===== src/rtl/irq_pkg.sv =====
package irq_pkg;
  localparam int REG_W    = 16;
  localparam int DATA_W   = REG_W - 1;
  localparam int MODE_BIT = REG_W - 1;
  localparam int SRC_N    = 14;
  localparam int GLB_BIT  = 14;
  localparam int LVL_W    = 3;

  localparam logic [DATA_W-1:0] EN_MASK  = DATA_W'((1 << (GLB_BIT + 1)) - 1);
  localparam logic [DATA_W-1:0] REQ_MASK = DATA_W'((1 << SRC_N) - 1);

  // fixed source-to-level mapping
  function automatic logic [LVL_W-1:0] src_level(input int idx);
    if (idx == 13)     return LVL_W'(6);
    else if (idx >= 11) return LVL_W'(5);
    else if (idx >= 7)  return LVL_W'(4);
    else if (idx >= 4)  return LVL_W'(3);
    else if (idx == 3)  return LVL_W'(2);
    else                return LVL_W'(1);
  endfunction
endpackage


===== src/rtl/irq_setclr_reg.sv =====
module irq_setclr_reg #(
  parameter int W = 16,
  parameter logic [W-2:0] MASK = '1
) (
  input  logic         clk,
  input  logic         rst,
  input  logic         wr,
  input  logic [W-1:0] wd,
  input  logic [W-2:0] hw_set,
  output logic [W-2:0] q
);
  localparam int D = W - 1;

  logic [D-1:0] wd_m, hs_m, nxt;

  assign wd_m = wd[D-1:0] & MASK;
  assign hs_m = hw_set & MASK;

  always_comb begin
    nxt = q;
    if (wr) begin
      if (wd[W-1]) nxt = q | wd_m;
      else         nxt = q & ~wd_m;
    end
    nxt = nxt | hs_m;
  end

  always_ff @(posedge clk) begin
    if (rst) q <= '0;
    else     q <= nxt;
  end


  set_mode_chk: assert property (@(posedge clk) disable iff (rst)
    (wr && wd[W-1]) |=> ((q & $past(wd_m)) == $past(wd_m)));

  clr_mode_chk: assert property (@(posedge clk) disable iff (rst)
    (wr && !wd[W-1]) |=> ((q & $past(wd_m & ~hs_m)) == '0));

  hw_wins_chk: assert property (@(posedge clk) disable iff (rst)
    (|hs_m) |=> ((q & $past(hs_m)) == $past(hs_m)));
endmodule


===== src/rtl/irq_prio_enc.sv =====
module irq_prio_enc
  import irq_pkg::*;
#(
  parameter int N  = SRC_N,
  parameter int LW = LVL_W
) (
  input  logic [N-1:0]  act,
  output logic [LW-1:0] lvl
);
  always_comb begin
    lvl = '0;
    for (int i = 0; i < N; i++) begin
      if (act[i] && (LW'(src_level(i)) > lvl)) lvl = LW'(src_level(i));
    end
  end
endmodule


===== src/rtl/irq_level_ctrl.sv =====
module irq_level_ctrl
  import irq_pkg::*;
(
  input  logic              clk,
  input  logic              rst,
  input  logic              wr_en,
  input  logic              wr_sel,
  input  logic [REG_W-1:0]  wr_data,
  input  logic              rd_sel,
  output logic [REG_W-1:0]  rd_data,
  input  logic [SRC_N-1:0]  src_pulse,
  output logic [LVL_W-1:0]  ipl
);
  logic [DATA_W-1:0] en_q, req_q, hw_req;
  logic [SRC_N-1:0]  act;
  logic [LVL_W-1:0]  lvl_c;

  assign hw_req = {{(DATA_W-SRC_N){1'b0}}, src_pulse};

  irq_setclr_reg #(.W(REG_W), .MASK(EN_MASK)) u_en (
    .clk(clk), .rst(rst), .wr(wr_en && !wr_sel), .wd(wr_data),
    .hw_set('0), .q(en_q));

  irq_setclr_reg #(.W(REG_W), .MASK(REQ_MASK)) u_req (
    .clk(clk), .rst(rst), .wr(wr_en && wr_sel), .wd(wr_data),
    .hw_set(hw_req), .q(req_q));

  assign act = req_q[SRC_N-1:0] & en_q[SRC_N-1:0] & {SRC_N{en_q[GLB_BIT]}};

  irq_prio_enc #(.N(SRC_N), .LW(LVL_W)) u_enc (.act(act), .lvl(lvl_c));

  always_ff @(posedge clk) begin
    if (rst) begin
      ipl     <= '0;
      rd_data <= '0;
    end else begin
      ipl     <= lvl_c;
      rd_data <= rd_sel ? {1'b0, req_q} : {1'b0, en_q};
    end
  end


  reset_clear_chk: assert property (@(posedge clk)
    rst |=> (ipl == '0 && rd_data == '0));

  global_off_chk: assert property (@(posedge clk) disable iff (rst)
    !en_q[GLB_BIT] |=> (ipl == '0));

  top_level_chk: assert property (@(posedge clk) disable iff (rst)
    (en_q[GLB_BIT] && en_q[13] && req_q[13]) |=> (ipl == LVL_W'(6)));

  none_active_chk: assert property (@(posedge clk) disable iff (rst)
    ((req_q[SRC_N-1:0] & en_q[SRC_N-1:0]) == '0) |=> (ipl == '0));

  rd_top_zero_chk: assert property (@(posedge clk) disable iff (rst)
    (rd_data[REG_W-1] == 1'b0) && (req_q[GLB_BIT] == 1'b0));
endmodule


===== config.mk =====
export PLATFORM = sky130hd
export DESIGN_NAME = irq_level_ctrl
export DESIGN_NICKNAME = d
export VERILOG_FILES = /design/src/rtl/irq_pkg.sv /design/src/rtl/irq_setclr_reg.sv /design/src/rtl/irq_prio_enc.sv /design/src/rtl/irq_level_ctrl.sv
export SDC_FILE = /design/constraint.sdc
export NUM_CORES = 1
export LEC_CHECK = 0
export CORE_MARGIN = 1
export CORE_UTILIZATION = 51
export CTS_CLUSTER_SIZE = 12
export DETAILED_ROUTE_END_ITERATION = 10
export PLACE_DENSITY = 0.84
export SLEW_MARGIN = 30
export SYNTH_ARGS = -nofsm -noshare
export SYNTH_HDL_FRONTEND = slang
export SYNTH_SLANG_ARGS = --single-unit

===== constraint.sdc =====
create_clock -name clk -period 3.3 [get_ports clk]
set_clock_uncertainty 0.15 [all_clocks]
set_input_delay 0.66 -clock clk [delete_from_list [all_inputs] [get_ports clk]]
set_output_delay 0.66 -clock clk [all_outputs]
set_load 0.05 [all_outputs]

# Yosys cells after proc, flatten, opt, wreduce, memory -nomap -nowiden
# Cells that the tools add are included.
[classes] order_cmp=13 bitwise_logic=9 muxes=18 reduce_logical=17
[ops] operator="$mux 15" count=4
[ops] operator="$mux 3" count=13
[ops] operator="$and 15x15->15" count=2
[ops] operator="$or 15x14->15" count=2
[ops] operator="$and 14x14->14" count=2
[ops] operator="$gt 3x3->1 const A" count=7
[ops] operator="$logic_and 1x1->1" count=15
[ops] operator="$not 14->15" count=1
[ops] operator="$not 15->15" count=1
[ops] operator="$or 15x15->15" count=1
[ops] operator="$gt 2x3->1 const A" count=4
[ops] operator="$gt 1x3->1 const A" count=2
[ops] operator="$reduce_or 2->1" count=1
[ops] operator="$logic_not 1->1" count=1
[ops] operator="$mux 1" count=1
[word_totals] out_inout_bits=19 ff_bits=49 in_bits=35 wordCells=62

# Logic depth before layout (Yosys ltp)
# Gate-level depths: netlist (run 1).
[logic_depth] word_depth=42 depth_mapped=6 mapped_depth_nobuf=4

# By module
# From an unflattened synthesis (run 1), not the netlist that was laid out.
[unflattened] cells_unflattened=213 area_unflattened_um2=2089.5
[by_module_without_submodules] mod="irq_level_ctrl" seq_area_each_um2=360.3 cells_each=74 area_per_inst_um2=757.0 instances=1
[by_module_without_submodules] mod="irq_setclr_reg at u_en" seq_area_each_um2=300.3 cells_each=65 area_per_inst_um2=631.9 instances=1
[by_module_without_submodules] mod="irq_setclr_reg at u_req" seq_area_each_um2=280.3 cells_each=63 area_per_inst_um2=623.1 instances=1
[by_module_without_submodules] mod="irq_prio_enc" seq_area_each_um2=0.0 cells_each=11 area_per_inst_um2=77.6 instances=1

# Worst setup path before layout (run 1)
# Ideal clock, no wire load.
[synth_path] path_type="input-to-reg" from="input port wr_en" to="register u_req.q[10]" setup_time_ns=0.128 required_time_ns=3.022 stages=5 path_slack_ns=1.660 n_path_buf=2 arrival_time_ns=1.362 path_cell_list="and2_4 -> buf_8 -> clkbuf_8 -> a311oi_1 -> nor2_1"
[synth_via] elab_chain_len=3
[synth_lines] element="from (decl)" line="irq_level_ctrl.sv:6" source="input logic wr_en,"
[synth_lines] element="$logic_and 1x1->1" line="irq_level_ctrl.sv:25" source=".clk(clk), .rst(rst), .wr(wr_en && wr_sel), .wd(wr_data),"
[synth_lines] element="$mux 15" line="irq_setclr_reg.sv:21" source="if (wr) begin"
[synth_lines] element="$or 15x14->15" line="irq_setclr_reg.sv:25" source="nxt = nxt | hs_m;"
[synth_lines] element="to (signal assigned)" line="irq_setclr_reg.sv:30" source="else q <= nxt;"
[synth_lines] element="to (decl)" line="irq_setclr_reg.sv:10" source="output logic [W-2:0] q"
# No other way between the ends.
# A chain may end at the register's enable or synchronous reset.

# Worst setup path in the final report (run 1)
[layout_path] from="register ipl[0]" to="output port ipl[0]"
[layout_lines] element="from (decl)" line="irq_level_ctrl.sv:12" source="output logic [LVL_W-1:0] ipl"
[layout_lines] element="from (signal assigned)" line="irq_level_ctrl.sv:37" source="ipl <= lvl_c;"
# No word-level cell between the ends.

==> results.cfg, run 1 <==
[floorplan]
dieWidth_um = 64.0
ioPinCount = 54
coreArea_sq_mm = 0.00366
rows = 22
fp.dieArea_sq_mm = 0.00410
die_y_um = 64.0
initial_core_util_pct = 53.6

[grt]
first_global_vias = 1490
gr-total-overflow = 0
grtUsageTotal_pct = 20.5
grt_pass1_wl_mm = 6.38
grt_start_max_net_pins = 31
antenna_found_initial = 0

[worst_setup_path]
path_depth = 1
crit_slowest_cell = clkdlybuf4s50_1
crit_required_ns = 2.49
end_kind = output pin
path_max_fanout = 1
cp-start-kind = flip-flop
ff2ff_path_depth = 4
cp_slowest_stage_delay_ns = 0.80
criticalPathCategory = flip-flop to output pin
r2r_start = u_req.q[6]$_SDFF_PP0_
cp_top_family = buffers and inverters
cp.buffers_inverters = 1
rr_endpoint = ipl[0]$_SDFF_PP0_
arrival_ns = 1.41
path_cells = clkdlybuf4s50_1
reg2reg_slack_ns = 1.92

[yosys]
synth_fa_ha_area_share_pct = 0
yosysTopAreaCell = dfxtp_1
synth-compound-area-share_pct = 20.2
yosysWarnings = 0
synth_edf_count = 0
yosysMostFrequentCell = dfxtp_1
netlist.area_leader.share_pct = 48.0
synth.avg_cell_area_sq_um = 8.99
synth_fp_nets = 253
synthMuxAreaShare_pct = 7.15
synth_top_family_by_area = compound AO/OA/AOI/OAI gates
ys_top_cells_by_count = 47 x dfxtp_1, 35 x nand2_1, 28 x nor2_1, 18 x a21oi_1, 17 x nand3_1
yosys.cell_types.count = 28
yosys_register_bits = 47
ys.flop_type = dfxtp_1
synthSimpleGateAreaFrac_pct = 18.3
async_reset_ff_share_pct = 0
synth_area_leaders = dfxtp_1 48%, mux2i_1 7.1%, nand2_1 6.7%
syn_inst = 218
synth_xor_area_share_pct = 0
synth_area_sq_mm = 0.00196
yosysSeqAreaShare_pct = 48.0

[clocking]
cts_made_buffers = 5
clkTransAtPathRegs_ns = 0.08
cts_max_level = 2
tritoncts = yes
holdBufCountCts = 0
ctsResizeCount = 0
clock_latency_ns = 0.29
cts_sinks = 47
cts_max_path_buffers = 2
post_cts_buffers = 0
root_buffer = clkbuf_8

[route]
initialDrtViolationCount = 79
ant_nets = 0
routed_via_density = 5.40
vias = 1680
dr.pass1.iters = 5
wl_per_cell_um = 12.6
wl_mm = 3.92
drc = 0

[timing]
tightest_slew_ns = 0.553
period_share_pct = 67.4
slew_viol_final = 0
hold_viol_final = 0
rsz0062_at_grt = false
setup_viol = 0
finalCriticalPeriod_ns = 2.22
fmax_ghz = 0.450
setup-tns-final_ns = 0
finalWorstSetupSlack_ns = 1.08
relSlewSlack_pct = 63.0

[power]
vdd_drop_max_v = 0.000323
p_leak_nw = 0.946
powerDensity_mw_per_mm2 = 438
finalPower_mw = 1.11

[place]
dp_hpwl_mm = 2.64
dp.cells = 305
gp_congestion = 0.787
port_buffers = 52
post-place-ws_ns = 1.07

[finish]
area_growth_pct = 28.8
n_antenna_cell = 0
finalNonFillerCells = 311
fin_nets = 299
drive_above_1_share_pct = 6.46

[min_path]
holdPathStages = 2
min_path_type = flip-flop to flip-flop

[status]
status = finished clean

[job]
drv_cap = 0
logic make-up after synthesis:
| group | count (synthesis) |
|---|---|
| other | 1 |
| muxes | 14 |
| AOI/OAI and AO/OA | 53 |
| and+or+nand+nor | 85 |
| DFF | 47 |
| buffers and inverters | 18 |
per-layer routing:
metal | up-vias | track usage (%) | routed length [um]
li1 | 853 | - | -
met2 | 56 | 33.8 | 1860
met4 | 0 | 10.5 | 74
met3 | 8 | 4.64 | 216
met5 | - | 0 | 0
met1 | 763 | 24.9 | 1770
layout by cell type, fill, tap and decap left out:
cell             count
nor3b_1              1
a222oi_1             2
and3_1               1
dfxtp_1             47
and2_4               1
nand2b_1             1
mux2i_1             14
buf_4                4
a21boi_0             8
a22o_1               1
nand3_1             17
conb_1               1
and2b_2              1
a22oi_1              2
nor2_1              28
a31oi_1              1
o21ai_0              1
clkbuf_8             5
inv_1                1
clkbuf_1             1
clkdlybuf4s50_1     52
a21boi_2             6
nand2_1             35
a21oi_1             18
a311oi_1            14
metrics by stage:
step | hold WS [ns] | utilization, % | cell area (sq um)
6_report | 0.320 | 69.0 | 2530
5_1_grt | 0.354 | 69.0 | 2530
4_1_cts | 0.323 | 69.0 | 2530
3_5_place_dp | 0.313 | 67.0 | 2450
3_3_place_gp | 0.306 | 67.0 | 2450
2_1_floorplan | 0.298 | - | 1960
worst reg2reg max path: stages, from the launching register on:
cell and delay [ns]:
dfxtp_1 0.33, a222oi_1 0.49, inv_1 0.07, o21ai_0 0.15
a21oi_1 0.08
final cells by class:
cell class              count  area, sq um
clock buffers               6         72.6
flip-flops and latches     47          941
repair buffers             56          551
well taps                  48         60.1
multi-input cells         153          898
inverters                   1         3.75
fillers                   281         1130
power by group:
group	internal, mW	leakage (nW)	switching [mW]
clock	0.141	0.0371	0.170
combinational	0.0868	0.522	0.0979
sequential	0.594	0.386	0.0164
worst max path at each step:
| stage | start | end | slack, ns |
|---|---|---|---|
| finish | ipl[0]$_SDFF_PP0_ | ipl[0] | 1.08 |
| global route | rd_data[12]$_SDFF_PP0_ | rd_data[12] | 1.04 |
| CTS | rd_data[9]$_SDFF_PP0_ | rd_data[9] | 1.06 |
| detailed placement | wr_en | u_req.q[7]$_SDFF_PP0_ | 1.07 |
| global placement | wr_en | u_req.q[4]$_SDFF_PP0_ | 1.11 |
| floorplan | wr_en | u_req.q[10]$_SDFF_PP0_ | 1.66 |
(Power assumes the default switching activity.)
==> run 2: changes to the inputs <==
CORE_UTILIZATION = 43   (was 51)
PLACE_DENSITY = 0.76   (was 0.84)
clock period = 1.8 ns   (was 3.3 ns; I/O delays follow)
==> results.cfg, run 2 (synthesis gave the netlist of run 1 again) <==
[timing]
rsz0062_at_grt = false
setup_viol = 0
slew_viol_final = 0
finalWorstSetupSlack_ns = 0.183
setup-tns-final_ns = 0
tightest_slew_ns = 0.521
fmax_ghz = 0.619
finalCriticalPeriod_ns = 1.62
hold_viol_final = 0
relSlewSlack_pct = 65.3
whs_ns = 0.326
period_share_pct = 89.8

[min_path]
holdPathStages = 2
min_path_type = flip-flop to flip-flop

[floorplan]
die_y_um = 69.5
dieWidth_um = 69.5
ioPinCount = 54
initial_core_util_pct = 45.0
coreArea_sq_mm = 0.00435
fp.dieArea_sq_mm = 0.00483
rows = 24

[finish]
final_common_cell = dfxtp_1
layout_common_cells = 47 x dfxtp_1, 35 x nand2_1, 34 x clkdlybuf4s50_1
n_antenna_cell = 0
area_growth_pct = 29.6
finalNonFillerCells = 318
design_area_sq_mm = 0.00254
drive_above_1_share_pct = 14.7
fin_nets = 301
final_util_pct = 58.4

[route]
wl_met3_um = 233
dr.pass1.iters = 6
vias = 1711
wl_mm = 4.22
wl_met2_mm = 1.95
wl_met1_mm = 1.94
routed_via_density = 5.38
top_layer_used = met4
drc = 0
initialDrtViolationCount = 133
ant_nets = 0
wl_per_cell_um = 13.3

[clocking]
post_cts_buffers = 0
clock_latency_ns = 0.30
ctsResizeCount = 0
holdBufCountCts = 0
cts_max_path_buffers = 2
cts_made_buffers = 5
clkTransAtPathRegs_ns = 0.08
root_buffer = clkbuf_8
cts_sinks = 47
tritoncts = yes
cts_max_level = 2

[place]
dp_hpwl_mm = 2.76
dpl-instance-area_sq_mm = 0.00245
gp_congestion = 0.725
port_buffers = 52
dp.cells = 311
post-place-ws_ns = -0.130

[worst_setup_path]
r2r_start = u_req.q[6]$_SDFF_PP0_
rr_endpoint = ipl[0]$_SDFF_PP0_
ff2ff_path_depth = 4
end_kind = flip-flop
worstSetupEndpoint = u_req.q[0]$_SDFF_PP0_
reg2reg_slack_ns = 0.39
cp-start-kind = primary input
path_max_fanout = 27
crit_path_start = wr_en
arrival_ns = 1.66
crit_required_ns = 1.85
criticalPathCategory = primary input to flip-flop

[grt]
grtUsageTotal_pct = 18.5
grt_pass1_wl_mm = 7.06
first_global_vias = 1571
antenna_found_initial = 0
gr-total-overflow = 0
grt_start_max_net_pins = 31

[power]
vdd_drop_max_v = 0.000336
finalPower_mw = 2.10
powerDensity_mw_per_mm2 = 828
p_leak_nw = 1.01

[job]
drv_cap = 0

[status]
status = finished clean
## run 2: cell types whose count changed in the layout (fill, tap and decap cells not counted), sizes merged
cell,delta
clkinv,+1
buf,+20
clkdlybuf4s50,-18
## run 2: cell type report
type | count | area, sq um
Clock buffer | 6 | 82.6
Clock inverter | 1 | 5.00
Fill cell | 380 | 1810
Inverter | 1 | 3.75
Multi-Input combinational cell | 153 | 898
Sequential cell | 47 | 941
Tap cell | 52 | 65.1
Timing Repair Buffer | 58 | 546
## run 2: report_power, final
group	switching (mW)	internal, mW
combinational	0.186	0.163
clock	0.335	0.302
sequential	0.0305	1.09
total	0.551	1.55
## run 2: worst max-delay path: stages
cell and delay [ns]:
clkdlybuf4s50_1 0.47, and2_4 0.34, a21boi_0 0.14, a311oi_1 0.28, nor2_1 0.06
## run 2: worst min-delay path by stage
stage / endpoint / slack, ns / from
6_report: flip-flop / 0.33 / flip-flop
3_3_place_gp: flip-flop / 0.31 / flip-flop
4_1_cts: flip-flop / 0.32 / flip-flop
5_1_grt: flip-flop / 0.34 / flip-flop
3_5_place_dp: flip-flop / 0.31 / flip-flop
2_1_floorplan: flip-flop / 0.30 / flip-flop
## run 2: layer usage
layer / vias to the layer above / global-route usage [%]
met5: - / 0
met4: 0 / 10.4
met3: 10 / 5.23
met2: 54 / 29.3
met1: 793 / 22.5
li1: 854 / -
